### src/rtl/lcd_mux_drive.sv
module lcd_mux_drive #(
  parameter int NSEG      = 35,
  parameter int NPORT     = 8,
  parameter int FRAME_DIV = 384,
  parameter int PCW       = 4
) (
  input  logic                 clk,
  input  logic                 rst_n,
  input  logic                 osc_en,
  input  logic [3*NSEG-1:0]    disp_img,
  input  logic                 bias_half,
  input  logic                 seg_off,
  input  logic                 pwr_save,
  input  logic                 inh_n,
  input  logic [PCW-1:0]       port_code,
  output logic [5:0]           com_lvl,
  output logic [2*NSEG-1:0]    seg_lvl
);
  localparam int PH_LEN = FRAME_DIV / 3;
  localparam int TW     = $clog2(PH_LEN);
  localparam logic [TW-1:0] TICK_LAST = TW'(PH_LEN - 1);
  localparam logic [PCW-1:0] PMAX = PCW'(NPORT);

  logic [TW-1:0] tick;
  logic [1:0]    phase;
  logic          neg;
  logic          run;
  logic          active;
  logic [PCW-1:0] nport;

  assign run    = osc_en && !pwr_save;
  assign active = inh_n && !pwr_save;
  assign nport  = (port_code > PMAX) ? PMAX : port_code;

  always_ff @(posedge clk) begin
    if (!rst_n) begin
      tick  <= '0;
      phase <= 2'd0;
      neg   <= 1'b0;
    end else if (run) begin
      if (tick == TICK_LAST) begin
        tick <= '0;
        if (phase == 2'd2) begin
          phase <= 2'd0;
          neg   <= ~neg;
        end else begin
          phase <= phase + 2'd1;
        end
      end else begin
        tick <= tick + TW'(1);
      end
    end
  end

  logic [1:0] sel_lvl, idle_lvl, lit_lvl, dark_lvl;
  assign sel_lvl  = neg ? 2'd0 : 2'd3;
  assign idle_lvl = bias_half ? 2'd2 : (neg ? 2'd2 : 2'd1);
  assign lit_lvl  = neg ? 2'd3 : 2'd0;
  assign dark_lvl = bias_half ? sel_lvl : (neg ? 2'd1 : 2'd2);

  for (genvar c = 0; c < 3; c++) begin : g_com
    assign com_lvl[2*c +: 2] = !active ? 2'd0 :
                               (phase == 2'(c)) ? sel_lvl : idle_lvl;
  end

  for (genvar n = 0; n < NSEG; n++) begin : g_seg
    logic [2:0] trip;
    logic       bit_on;
    logic [1:0] wave;
    assign trip   = disp_img[3*n +: 3];
    assign bit_on = (phase == 2'd2) ? trip[2] :
                    (phase == 2'd1) ? trip[1] : trip[0];
    assign wave   = (bit_on && !seg_off) ? lit_lvl : dark_lvl;
    if (n < NPORT) begin : g_port
      logic is_port;
      assign is_port = inh_n && (PCW'(n) < nport);
      assign seg_lvl[2*n +: 2] = is_port ? (trip[0] ? 2'd3 : 2'd0) :
                                 active  ? wave : 2'd0;
    end else begin : g_plain
      assign seg_lvl[2*n +: 2] = active ? wave : 2'd0;
    end
  end
endmodule


### config.mk
export PLATFORM = sky130hd
export DESIGN_NAME = lcd_mux_drive
export DESIGN_NICKNAME = d
export VERILOG_FILES = /design/src/rtl/lcd_mux_drive.sv
export SDC_FILE = /design/constraint.sdc
export NUM_CORES = 1
export LEC_CHECK = 0
export ABC_AREA = 1
export ABC_CLOCK_PERIOD_IN_PS = 3300
export BUFFER_PORTS_ARGS = -buffer_cell sky130_fd_sc_hd__buf_2
export CAP_MARGIN = 20
export CORE_UTILIZATION = 47
export DETAILED_ROUTE_END_ITERATION = 10
export PLACE_DENSITY = 0.89
export SYNTH_ARGS = -nofsm -noshare
export SYNTH_HDL_FRONTEND = slang
export SYNTH_SLANG_ARGS = --single-unit
### constraint.sdc
create_clock -name clk -period 3.3 [get_ports clk]
set_input_delay 0.66 -clock clk [delete_from_list [all_inputs] [get_ports clk]]
set_output_delay 0.66 -clock clk [all_outputs]
set_load 0.05 [all_outputs]
# After elaboration in Yosys (flattened, before gate mapping)

Index checks and enable logic that the tools add are counted.
W data, S select, Z words.

Add/subtract/negate cells: 2
Order comparisons: 9
Equal/unequal tests: 3
Muxes and demuxes: 171
Bitwise operators: 1
Reduce and logical (&&, ||, !) cells: 50

Operators by type and width:

| kind                  | number |
|---|---|
| $mux W2               | 99 |
| $mux W1               | 70 |
| $logic_and A1 B1 Y1   | 45 |
| $lt A3 B4 Y1 const A  | 4 |
| $lt A1 B4 Y1 const A  | 2 |
| $lt A2 B4 Y1 const A  | 2 |
| $add A7 B1 Y7 const B | 1 |
| $eq A7 B7 Y1 const B  | 1 |
| $mux W7               | 1 |
| $gt A4 B4 Y1 const B  | 1 |
| $mux W4               | 1 |
| $reduce_and A3 Y1     | 1 |
| $add A2 B1 Y2 const B | 1 |
| $eq A2 B1 Y1 const B  | 1 |
| $eq A2 B2 Y1 const B  | 1 |
| $logic_not A1 Y1      | 2 |
| $logic_not A2 Y1      | 1 |
| $reduce_and A2 Y1     | 1 |
| $not A1 Y1            | 1 |

Bits in registers: 10
Bits of input ports: 116
Output and inout port bits: 76
Logic and storage cells: 239

# Longest topological paths before layout

Depth after elaboration: 7
Mapped depth: 10
Mapped depth without buffers: 8

# Worst setup path before layout

Ideal clock, no wire load.

Path type: input -> output
Start: in bias_half
End: out seg_lvl[16]
Data arrival time: 2.228 ns
Data required time: 2.640 ns
Setup slack: 0.412 ns
Stages: 6
Buffers on the path: 2
Cells stage by stage: inv_1 -> ha_1 -> clkbuf_1 -> clkbuf_1 -> a21oi_1 -> nor2_1

Longest elaborated chain between the ends: 3

RTL lines:

| item            | RTL line | RTL |
|---|---|---|
| start, declared | 11       | `input logic bias_half,` |
| $mux W2         | 59       | `assign dark_lvl = bias_half ? sel_lvl : (neg ? 2'd1 : 2'd2);` |
| $mux W2         | 73       | `assign wave = (bit_on && !seg_off) ? lit_lvl : dark_lvl;` |
| $mux W2         | 80       | `assign seg_lvl[2*n +: 2] = active ? wave : 2'd0;` |
| end, declared   | 17       | `output logic [2*NSEG-1:0] seg_lvl` |

Every way passes these cells.

# Worst setup path after layout

Start: reg phase[0]
End: out seg_lvl[49]

Longest elaborated chain between the ends: 6
Elaborated cells on any way between the ends: 7
Classes of those cells: 2 x eq/ne; 4 x mux; 1 x reduce/logical

RTL lines:

| item                   | RTL line | RTL |
|---|---|---|
| start, declared        | 25       | `logic [1:0] phase;` |
| start signal, assigned | 47       | `phase <= phase + 2'd1;` |
| $eq A2 B1 Y1           | 72       | `(phase == 2'd1) ? trip[1] : trip[0];` |
| $mux W1                | 72       |  |
| $mux W1 *              | 71       | `assign bit_on = (phase == 2'd2) ? trip[2] :` |
| $logic_and A1 B1 Y1 *  | 73       |  |
| $mux W2 *              | 73       |  |
| $mux W2 *              | 80       |  |

Mark *: on every way between the ends. The rest lies on a longest branch, timed or not.

==> key figures <==
Outcome
  • Outcome: complete, no violations

Global route
  • Vias in the first global route: 4020
  • Pin count of the biggest net entering global routing: 68
  • Antenna violations before repair: 0
  • Tot GR Track Use: ~32%
  • First-pass GRT wire length: about 17000 um
  • Grt ovf: 0

CTS
  • Cts hold-fix bufs: 0
  • Clk sinks: 10
  • CTS tree: yes
  • Postcts setup bufs: 0
  • Root buffer cell: clkbuf_8
  • H-tree depth: 1
  • Clk Latency, worst-skew pair: approximately 0.23 ns
  • Post-CTS sizing: 0
  • CTS clk-pin slew, worst paths: 0.05 ns
  • Deepest clock path buffer count: 2
  • TritonCTS Buffers: 3

Floorplanning
  • Die X: 79.4 um
  • Starting Density: about half
  • Rows: 27
  • Die H: slightly below 80 um
  • Core area: around 5600 um^2
  • # IOs: ~190
  • Full die area: about 6300 um^2

Setup path
  • CP Capture Type: output pin
  • Crit-path leading delay family: buffers and inverters
  • CP bufs+invs: 4
  • Setup CP Type: reg -> out
  • Critical Path Start Type: flip-flop
  • Worst EP required: around 2.6 ns
  • WP data arrival: roughly 2.1 ns
  • CP peak stage delay: 0.35 ns
  • Critical-path cell list: inv_1, nand2_2, buf_12, o21ai_0, inv_1, nand3_1, nand2_1, nor2_1, buf_2
  • Crit-path max FO: between 60 and 70
  • CP most frequent cell: inv_1
  • Crit-path slowest cell: inv_1

Placed design
  • Gpl congestion: approximately 0.88
  • Placed cell count: around 810
  • Port Buf Inserts: between 150 and 200
  • Placed cell area: between 3000 and 4000 um^2
  • Worst slack, placed: about 0.63 ns
  • Post-DP HPWL: ~7900 um

Logic synthesis
  • Post-synthesis cell type count: 28
  • Async SR Flop Fraction: 0%
  • Primary FF master, synth: dfxtp_1
  • Post-synth top area cell: nand2_1
  • Number of synthesized flops with an enable pin: 0
  • Mapped Cells: 564
  • Syn. warnings: 0
  • Synth area leaders: nand2_1 (21%), nand3_1 (16%), a21oi_1 (12%), nor2_1 (9.9%), inv_1 (8.4%)
  • Mapped Area: approximately 2800 um^2
  • Post-synth top area share: about 20%
  • #FFs+latches synth: 10
  • Seq/Total Area, Yosys: a little over 7%
  • Post-Syn Nets: 683
  • Syn_area_per_cell: between 4 and 5 um^2

Routing
  • Vias: approximately 4.4k
  • DRC: 0
  • Routed WL: about 11000 um
  • Final antenna-violating net count: 0
  • Vias per Instance: roughly 5.5
  • Wire per inst: 13.3 um
  • Initial DRC count: 230
  • DRT Pass-1 Iters: 5

Final layout
  • Final Util: approximately two thirds
  • Layout cells sized above 1: about a third
  • Nets: between 800 and 900
  • Most frequent cells in the layout: buf_2 (191), nand2_1 (154), nand3_1 (90)
  • Non-filler cells, final: slightly above 800
  • Final Cell Area: ~3800 um^2
  • Commonest non-fill, non-tap cell in the layout: buf_2
  • Antenna Cells: 0
  • FILL cells: 560
  • Layout area overhead: 34.9%

Timing
  • Final setup margin: roughly 0.56 ns
  • Hold Slack: 0.459 ns
  • Slew Viols, Final: 0
  • Highest Clock Rate: 365 MHz
  • Worst slew margin: between 60% and 70%
  • Setup TNS: 0 ns
  • Setup violators final: 0
  • Fin crit share: between 80 and 90%
  • Fin crit period: around 2.7 ns
  • Unrepaired setup endpoints after global routing: false
  • Least-Margin Pin Slew: between 0.5 and 0.6 ns
  • Clock Skew: approximately 0.0021 ns
  • Final Hold Viols: 0

Power
  • Pwr/cell area: about 200 nW/um^2
  • Worst vdd ir: approximately 0.00014 V
  • Pwr Total: 0.777 mW
  • Static leakage: around 2.4 nW

Run
  • Max cap viols: 0

Worst hold path
  • Hold WC Path Type: reg -> reg
where the power goes:
group	leakage [nW]	switching [mW]	internal [mW]	total [mW]
sequential	0.0809	0.00163	0.123	0.125
combinational	2.32	0.374	0.154	0.527
clock	0.0216	0.0455	0.0797	0.125
total	2.42	0.421	0.356	0.777
worst min-delay path, stage by stage (launching register included):
cell,delay [ns]
dfxtp_1,0.30
inv_1,0.05
a21oi_1,0.05
worst paths after layout:
path                                            start              endpoint  cells after the start  slack, ns
worst max register to register  phase[0]$_SDFFE_PN0N_      neg$_SDFFE_PN0P_                      7       1.81
worst min register to register   tick[6]$_SDFFE_PN0P_  tick[6]$_SDFFE_PN0P_                      2       0.46
worst min-delay path             tick[6]$_SDFFE_PN0P_  tick[6]$_SDFFE_PN0P_                      2       0.46
worst max-delay path            phase[0]$_SDFFE_PN0N_           seg_lvl[49]                      9       0.56
flip-flops by register name, indices dropped and copies added, names as in the netlist:
| register | flops |
|---|---|
| neg | 1 |
| phase | 2 |
| tick | 7 |
cells in the mapped netlist (3+ instances only):
library cell	number
dfxtp_1	10
a21oi_1	65
ha_1	3
clkbuf_1	12
nand2_1	154
buf_2	7
nand3_1	90
inv_1	63
nor2_1	74
buf_6	6
buf_4	5
nand3_2	20
o21ai_0	36
cell families (layout without fill, tap and decap cells):
kind of cell,after synthesis,count (layout),share of synthesized area [%]
AO/OA/AOI/OAI,104,104,18.8
XOR/XNOR,3,3,0.934
adder cells (fa/ha/maj),3,3,1.33
buffers and inverters,97,269,15.6
flip-flops,10,10,7.12
AND/OR/NAND/NOR,347,347,56.2
per-layer routing:
layer,global-route usage (%),wire (um)
met5,0,0
met4,15.1,358
met1,33.1,3990
met3,4.83,944
met2,63.5,5450
cell type report:
class	instances	area (um^2)	share of cell area, %
Sequential cell	10	200	5.28
Timing Repair Buffer	201	1040	27.5
Tap cell	72	90.1	2.37
Clock buffer	3	41.3	1.09
Inverter	65	246	6.50
Multi-Input combinational cell	457	2170	57.3
(Power assumes the default switching activity.)
